[config.mk]
export PLATFORM = sky130hd
export DESIGN_NAME = spi_shift_engine
export DESIGN_NICKNAME = d
export VERILOG_FILES = /design/src/rtl/spi_eng_pkg.sv /design/src/rtl/spi_eng_div.sv /design/src/rtl/spi_eng_rx.sv /design/src/rtl/spi_shift_engine.sv
export SDC_FILE = /design/constraint.sdc
export NUM_CORES = 1
export LEC_CHECK = 0
export CAP_MARGIN = 10
export CORE_ASPECT_RATIO = 0.6
export CORE_UTILIZATION = 57
export CTS_CLUSTER_SIZE = 10
export DETAILED_ROUTE_END_ITERATION = 8
export GPL_TIMING_DRIVEN = 1
export PLACE_DENSITY = 0.84
export SYNTH_ARGS = -nofsm -noshare
export SYNTH_HDL_FRONTEND = slang
export SYNTH_SLANG_ARGS = --single-unit
[constraint.sdc]
create_clock -name clk -period 3.35 [get_ports clk]
set_input_delay 0.5025 -clock clk [delete_from_list [all_inputs] [get_ports clk]]
set_output_delay 0.5025 -clock clk [all_outputs]
set_load 0.02 [all_outputs]
[src/rtl/spi_eng_pkg.sv]
`timescale 1ns/1ps
package spi_eng_pkg;
  localparam int WORD_MAX = 32;

  typedef enum logic [1:0] {
    WSEL_8  = 2'd0,
    WSEL_16 = 2'd1,
    WSEL_32 = 2'd2,
    WSEL_RSV = 2'd3
  } wsel_e;

  function automatic int word_bits(input logic [1:0] code);
    case (wsel_e'(code))
      WSEL_16: return 16;
      WSEL_32: return 32;
      default: return 8;
    endcase
  endfunction
endpackage

[src/rtl/spi_eng_div.sv]
`timescale 1ns/1ps
module spi_eng_div #(
  parameter int DIV_W = 9
) (
  input  logic             clk,
  input  logic             rst,
  input  logic             run,
  input  logic [DIV_W-1:0] limit,
  output logic             tick
);
  logic [DIV_W-1:0] cnt_q;

  assign tick = run && (cnt_q == limit);

  always_ff @(posedge clk) begin
    if (rst || !run) cnt_q <= '0;
    else if (tick)   cnt_q <= '0;
    else             cnt_q <= cnt_q + 1'b1;
  end
endmodule

[src/rtl/spi_eng_rx.sv]
`timescale 1ns/1ps
module spi_eng_rx #(
  parameter int DATA_W = 32
) (
  input  logic              clk,
  input  logic              rst,
  input  logic              clear,
  input  logic              sample,
  input  logic              last,
  input  logic              miso,
  output logic              push,
  output logic [DATA_W-1:0] data
);
  logic [DATA_W-1:0] sh_q;

  always_ff @(posedge clk) begin
    if (rst) begin
      sh_q <= '0;
      push <= 1'b0;
      data <= '0;
    end else begin
      push <= 1'b0;
      if (clear) begin
        sh_q <= '0;
      end else if (sample) begin
        sh_q <= {sh_q[DATA_W-2:0], miso};
        if (last) begin
          data <= {sh_q[DATA_W-2:0], miso};
          push <= 1'b1;
        end
      end
    end
  end
endmodule

[src/rtl/spi_shift_engine.sv]
`timescale 1ns/1ps
module spi_shift_engine #(
  parameter int DATA_W = spi_eng_pkg::WORD_MAX,
  parameter int DIV_W  = 9
) (
  input  logic              clk,
  input  logic              rst,
  input  logic              cfg_on,
  input  logic              cfg_master,
  input  logic              cfg_cpol,
  input  logic              cfg_cke,
  input  logic              cfg_smp_end,
  input  logic [1:0]        cfg_wsel,
  input  logic [DIV_W-1:0]  cfg_div,
  input  logic              cfg_hw_ss,
  input  logic              tx_empty,
  input  logic [DATA_W-1:0] tx_data,
  output logic              tx_pop,
  output logic              rx_push,
  output logic [DATA_W-1:0] rx_data,
  output logic              sck,
  output logic              mosi,
  input  logic              miso,
  output logic              ss_n,
  output logic              busy
);
  localparam int CNT_W = $clog2(DATA_W);
  localparam logic [CNT_W:0] FULL_BITS = (CNT_W+1)'(DATA_W);

  logic              busy_q, half_q, guard_q;
  logic [CNT_W-1:0]  bit_q;
  logic [DATA_W-1:0] sh_q;
  logic              cpol_l, cke_l, smp_l;
  logic [DIV_W-1:0]  div_l;
  logic              tx_pop_q, sck_q, mosi_q, ss_n_q;

  logic              busy_n, half_n, cpol_n, cke_n;
  logic [CNT_W-1:0]  bit_n;
  logic [DATA_W-1:0] sh_n;
  logic              start, tick, samp_now;
  logic [CNT_W:0]    nbits, shamt;

  assign nbits = (CNT_W+1)'(spi_eng_pkg::word_bits(cfg_wsel));
  assign shamt = FULL_BITS - nbits;
  assign start = !busy_q && cfg_on && cfg_master && !tx_empty && !guard_q;

  spi_eng_div #(.DIV_W(DIV_W)) u_div (
    .clk   (clk),
    .rst   (rst),
    .run   (busy_q),
    .limit (div_l),
    .tick  (tick)
  );

  // sample point: mid-bit is the end of the first half, end-of-bit the second
  assign samp_now = tick && (half_q == smp_l) && cfg_on;

  spi_eng_rx #(.DATA_W(DATA_W)) u_rx (
    .clk    (clk),
    .rst    (rst),
    .clear  (start),
    .sample (samp_now),
    .last   (bit_q == '0),
    .miso   (miso),
    .push   (rx_push),
    .data   (rx_data)
  );

  always_comb begin
    busy_n = busy_q;
    half_n = half_q;
    bit_n  = bit_q;
    sh_n   = sh_q;
    cpol_n = cpol_l;
    cke_n  = cke_l;
    if (!cfg_on) begin
      busy_n = 1'b0;
    end else if (start) begin
      busy_n = 1'b1;
      half_n = 1'b0;
      bit_n  = CNT_W'(nbits - 1'b1);
      sh_n   = tx_data << shamt;
      cpol_n = cfg_cpol;
      cke_n  = cfg_cke;
    end else if (tick) begin
      if (!half_q) begin
        half_n = 1'b1;
      end else begin
        half_n = 1'b0;
        if (bit_q == '0) begin
          busy_n = 1'b0;
        end else begin
          bit_n = bit_q - 1'b1;
          sh_n  = {sh_q[DATA_W-2:0], 1'b0};
        end
      end
    end
  end

  always_ff @(posedge clk) begin
    if (rst) begin
      busy_q   <= 1'b0;
      half_q   <= 1'b0;
      bit_q    <= '0;
      sh_q     <= '0;
      cpol_l   <= 1'b0;
      cke_l    <= 1'b0;
      smp_l    <= 1'b0;
      div_l    <= '0;
      guard_q  <= 1'b1;
      tx_pop_q <= 1'b0;
      sck_q    <= cfg_cpol;
      mosi_q   <= 1'b0;
      ss_n_q   <= 1'b1;
    end else begin
      busy_q   <= busy_n;
      half_q   <= half_n;
      bit_q    <= bit_n;
      sh_q     <= sh_n;
      cpol_l   <= cpol_n;
      cke_l    <= cke_n;
      if (start) begin
        smp_l <= cfg_smp_end;
        div_l <= cfg_div;
      end
      guard_q  <= !cfg_on;
      tx_pop_q <= start;
      sck_q    <= busy_n ? (cpol_n ^ (cke_n ? half_n : !half_n)) : cfg_cpol;
      mosi_q   <= busy_n & sh_n[DATA_W-1];
      ss_n_q   <= !(cfg_hw_ss && cfg_on && cfg_master && (busy_n || !tx_empty));
    end
  end

  assign busy   = busy_q;
  assign tx_pop = tx_pop_q;
  assign sck    = sck_q;
  assign mosi   = mosi_q;
  assign ss_n   = ss_n_q;
endmodule

==> results.yml, run 1 <==
clock_network:
  cts_buffers: 17
  hold_buffers: 0
  cts_tree: "yes"
  cts_max_level: 4
  clk_path_buf_depth: 2
  clk_pin_slew_ns: 0.06
  clkSinkCount: 129
  root_buffer: "clkbuf_16"
  cts_setup_buffers: 0
  cts_resized: 0
  clkLatencyLatePin_ns: 0.42
sta:
  setup_violations: 0
  fin_crit_sh: 0.813
  finClkSkew_ns: 0.00805
  slew_viol_final: 0
  finalSetupTns_ns: 0
  max-slew-margin-rel: 0.412
  min_period_ns: 2.72
  fmax_ghz: 0.367
  worst-slew-pin-transition_ns: 0.881
  worst_slack_ns: 0.628
  rsz0062_at_grt: "false"
  hold_violations: 0
power_and_ir_drop:
  ir_worst_vdd_mv: 0.381
  power_leakage_nw: 2.50
  p_per_area_nw_per_um2: 494
cells_and_area:
  fillers: 696
  instances_no_fill: 906
  num_antenna_cells: 0
  drive_above_1_share: 0.0683
  area_growth_pct: 26.4
  final_nets: 821
  utilization: 0.756
place:
  pre_cts_slack_ns: 0.268
  portBuffers: 90
  dp.cells: 874
  dp_hpwl_um: 9550
  gp_congestion: 0.909
yosys:
  syn_nets: 752
  synth_area_leaders: "dfxtp_1, nand2_1, a21oi_1"
  synth_top_area_share: 0.463
  synth_flop_cell: "dfxtp_1"
  synth_edf_count: 0
  syn_inst: 694
  yosysTopAreaCell: "dfxtp_1"
  synth_common_cells: "nand2_1, dfxtp_1, a21oi_1"
  async_flop_share: 0
  yosysUniqueCellTypes: 43
  syn_area_um2: 5580
  yosysSeqAreaShare: 0.463
  ys_warn_count: 0
  ys_ff_latch: 129
  synth_most_common_cell: "nand2_1"
  syn_avg_cell_area_um2: 8.04
routing:
  dr_wl_met2_um: 6490
  vias_per_cell: 5.77
  route.detailed.drc: 0
  postRouteWirelength_um: 14200
  wl_per_cell_um: 15.7
  postRouteAntennaNets: 0
  drtPass1Iterations: 5
  vias: 5224
  wl_met3_um: 936
  dr.max_layer_used: "met4"
  wl_met1_um: 6640
  drt_iter0_drc: 577
setup_path:
  critPathLaunchType: "input port"
  cpPeakStageDelay_ns: 0.59
  path_class: "in -> reg"
  cp-end-kind: "register"
  cp_top_family: "simple AND/OR/NAND/NOR gates"
  crit_path_top_delay_cell: "clkdlybuf4s50_1"
  cp.arrival_ns: 3.06
  cp.buffers_inverters: 1
  crit_fanout: 13
  worstPathCellList: "clkdlybuf4s50_1, nor2b_1, and3_1, nand3_1, nor3_1, nand2_1, o21ai_0"
  crit_required_ns: 3.69
floorplanning:
  rows: 27
  die_x_um: 130
  start_util: 0.598
  fp.dieArea_um2: 10200
  ios: 91
  core_area_um2: 9320
  die_h_um: 78.6
grt:
  antenna_found_initial: 0
  grt_pass1_vias: 4652
  grt-ovfl-total: 0
  grt_pass1_wl_um: 23200
  grt.total_usage: 0.297
  grt_max_degree: 46
run:
  cap_violations: 0
worst_hold_path:
  hold_class: "reg -> reg"
status:
  status: "finished, final reports clean"
[per-stage QoR]
step | power, mW | hold WS, ns | cell area, µm²
finish | 3.48 | 0.452 | 7050
global placement | 1.82 | 0.440 | 6510
CTS | 3.49 | 0.451 | 7050
floorplan | 1.72 | 0.432 | 5580
detailed placement | 1.82 | 0.444 | 6510
global route | 3.60 | 0.475 | 7050
[cell type report]
type | count | area [µm²] | share of cell area
clock buffer | 19 | 443 | 0.0628
clock inverter | 13 | 101 | 0.0144
inverter | 8 | 30.0 | 0.00426
multi-input combinational | 505 | 2730 | 0.388
sequential | 129 | 2580 | 0.366
tap | 130 | 163 | 0.0231
timing repair buffer | 102 | 998 | 0.142
[placed cells by master, fill, tap and decap left out, drive strengths merged, types with 3 or more instances in the layout]
cell type / synthesis / layout
xor2: 16 / 16
nor3: 14 / 14
clkdlybuf4s50: 0 / 89
nor2b: 8 / 8
dfxtp: 129 / 129
or4: 3 / 3
nor2: 56 / 56
or3: 3 / 3
buf: 17 / 13
inv: 8 / 14
nand4: 3 / 3
and3: 6 / 6
a21oi: 86 / 86
mux2i: 22 / 22
ha: 5 / 5
clkbuf: 35 / 19
nand3: 18 / 18
a22oi: 16 / 16
nand2b: 3 / 3
nor4: 5 / 5
clkinvlp: 0 / 4
o21ai: 15 / 15
nand2: 169 / 169
a311oi: 3 / 3
xnor2: 5 / 5
a211oi: 32 / 32
clkinv: 0 / 3
[worst reg2reg max path, cell delays in order (launching register included)]
cell and delay [ns]:
dfxtp_1 0.34, xor2_1 0.16, nor4_2 0.47, and2_1 0.40
a31o_2 0.77, nor2_1 0.11, a211oi_1 0.25
[state kept, by name, summed over array words and instances, names as in the netlist]
name / count
bit_q: 5
busy: 1
cke_l: 1
cpol_l: 1
div_l: 9
guard_q: 1
half_q: 1
mosi: 1
sck: 1
sh_q: 32
smp_l: 1
ss_n: 1
tx_pop: 1
u_div.cnt_q: 9
u_rx.data: 32
u_rx.push: 1
u_rx.sh_q: 31
[worst paths after layout]
path | from | end | slack, ns | depth (start not counted)
min | u_rx.data[27] | u_rx.data[27] | 0.45 | 2
min reg2reg | u_rx.data[27] | u_rx.data[27] | 0.45 | 2
max reg2reg | u_div.cnt_q[4] | sh_q[16] | 0.76 | 6
max | cfg_on | sh_q[5] | 0.63 | 7
[per-layer routing]
metal  track usage  vias to the layer above
met5             0                        -
met4        0.0907                        0
met3        0.0709                       19
met2         0.454                      225
met1         0.413                     2456
li1              -                     2524
[where the power goes]
group	internal, mW	switching [mW]	leakage [nW]	total, mW
clock	0.975	0.712	0.258	1.69
sequential	1.55	0.00946	1.04	1.56
combinational	0.112	0.126	1.20	0.238
[logic make-up (layout without fill, tap and decap cells)]
family | after synthesis | in the layout | share of synthesized area
fa+ha+maj | 5 | 5 | 0.0112
mux | 22 | 22 | 0.0395
flops | 129 | 129 | 0.463
xor+xnor | 21 | 21 | 0.0330
simple gates | 293 | 293 | 0.225
buf+inv | 60 | 142 | 0.0482
compound gates | 164 | 164 | 0.180
Note: power is estimated with default switching activity, not from simulation.
==> inputs of run 2 (changes only) <==
- CORE_UTILIZATION: 57 -> 48
- PLACE_DENSITY: 0.84 -> 0.76
- clock period: 3.35 -> 2.5 ns (I/O delays scaled with it)
==> results.yml, run 2 (synthesized netlist as in run 1, its figures left out) <==
floorplanning:
  die_x_um: 141
  fp.dieArea_um2: 12100
  core_area_um2: 11300
  die_h_um: 85.5
  rows: 30
  start_util: 0.494
  ios: 91
power_and_ir_drop:
  ir_worst_vdd_mv: 0.451
  power_leakage_nw: 2.59
  power_frac_comb: 0.070
  p_int_mw: 3.65
  clkPwrFrac: 0.496
  pwr-share-seq: 0.434
  power_switching_mw: 1.16
  swShare: 0.241
  p_per_area_nw_per_um2: 659
sta:
  max-slew-margin-rel: 0.700
  slew_viol_final: 0
  fmax_ghz: 0.426
  rsz0062_at_grt: "false"
  worst-slew-pin-transition_ns: 0.444
  fin_crit_sh: 0.939
  setup_violations: 0
  finalSetupTns_ns: 0
  hold_violations: 0
  finClkSkew_ns: 0.00928
  timing.hold.ws_ns: 0.344
  min_period_ns: 2.35
cells_and_area:
  layout_commonest_cell: "nand2_1"
  area_growth_pct: 30.7
  fillers: 940
  drive_above_1_share: 0.0850
  utilization: 0.645
  final_cell_mix: "nand2_1, dfxtp_1, clkdlybuf4s50_1"
  final_nets: 833
  final_area_um2: 7290
  num_antenna_cells: 0
  top_regs: "sh_q: 32 flops, u_rx.data: 32 flops, u_rx.sh_q: 31 flops"
clock_network:
  cts_max_level: 4
  clkLatencyLatePin_ns: 0.42
  hold_buffers: 0
  root_buffer: "clkbuf_16"
  clk_path_buf_depth: 2
  cts_setup_buffers: 0
  cts_resized: 0
  clkSinkCount: 129
  cts_buffers: 17
  cts_tree: "yes"
  clk_pin_slew_ns: 0.06
grt:
  grt_max_degree: 42
  grt.total_usage: 0.238
  grt-ovfl-total: 0
  met2_usage: 0.369
  grt.busiest_layer: "met2"
  antenna_found_initial: 0
  grt_use_met3: 0.0503
  grt_pass1_wl_um: 22800
  grtUsageMet1: 0.325
  grt_pass1_vias: 4727
routing:
  postRouteAntennaNets: 0
  wl_per_cell_um: 14.6
  vias_per_cell: 5.50
  vias: 5211
  postRouteWirelength_um: 13800
  drtPass1Iterations: 5
  route.detailed.drc: 0
  drt_iter0_drc: 444
setup_path:
  crit_fanout: 5
  critPathLaunchType: "register"
  cpPeakStageDelay_ns: 0.43
  cp-end-kind: "register"
  cp.arrival_ns: 2.67
  path_class: "reg -> reg"
  crit_required_ns: 2.82
  worstPathCellList: "xor2_1, nor3_2, and3_1, buf_4, nand4_1, or3_1, a311oi_2"
  crit_path_top_delay_cell: "dfxtp_1"
status:
  status: "finished, final reports clean"
worst_hold_path:
  hold_class: "in -> reg"
place:
  place_area_um2: 6710
  dp_hpwl_um: 9420
  portBuffers: 90
  gp_congestion: 0.902
run:
  cap_violations: 0
==> run 2: path summary, 6_finish.rpt <==
kind	end	cells past startpoint	slack (ns)	startpoint
max	bit_q[3]	7	0.15	u_div.cnt_q[0]
min	sh_q[0]	2	0.34	rst
max reg2reg	bit_q[3]	7	0.15	u_div.cnt_q[0]
min reg2reg	u_rx.data[7]	2	0.45	u_rx.data[7]
==> run 2: power groups by stage <==
stage          clock network, mW  registers, mW  logic (mW)
3_3_place_gp                   0           2.13       0.321
6_report                    2.38           2.09       0.336
2_1_floorplan                  0           2.13       0.173
4_1_cts                     2.40           2.09       0.331
3_5_place_dp                   0           2.13       0.329
5_1_grt                     2.50           2.09       0.362
==> run 2: worst max-delay path, delay by kind of cell (launching register included) <==
family | cells | cell delay, ns
compound gates | 1 | 0.29
buf+inv | 1 | 0.17
simple gates | 4 | 1.17
flops | 1 | 0.43
xor+xnor | 1 | 0.17
==> run 2: per-layer routing <==
layer,up-vias,wire length (µm)
met2,192,6210
met3,32,898
met5,-,0
met1,2446,6480
li1,2541,-
met4,0,264
==> run 2: layout make-up <==
type / instances / area (µm²) / share of cell area
sequential: 129 / 2580 / 0.354
multi-input combinational: 505 / 2740 / 0.376
timing repair buffer: 114 / 1160 / 0.160
clock buffer: 19 / 443 / 0.0608
inverter: 8 / 30.0 / 0.00412
tap: 160 / 200 / 0.0275
clock inverter: 13 / 128 / 0.0175
==> run 2: per-stage QoR <==
step                std cells  total power [mW]  setup slack (ns)
CTS                       948              4.81            0.0621
detailed placement        916              2.46             0.108
global route              948              4.95            0.0525
global placement          916              2.45             0.197
floorplan                 694              2.30             0.370
finish                    948              4.80             0.152
==> inputs of run 3 (changes only) <==
- GPL_ROUTABILITY_DRIVEN: unset -> 1
==> results of run 3 <==
Same layout as run 2: the final DEF is identical, and so are final timing and power.
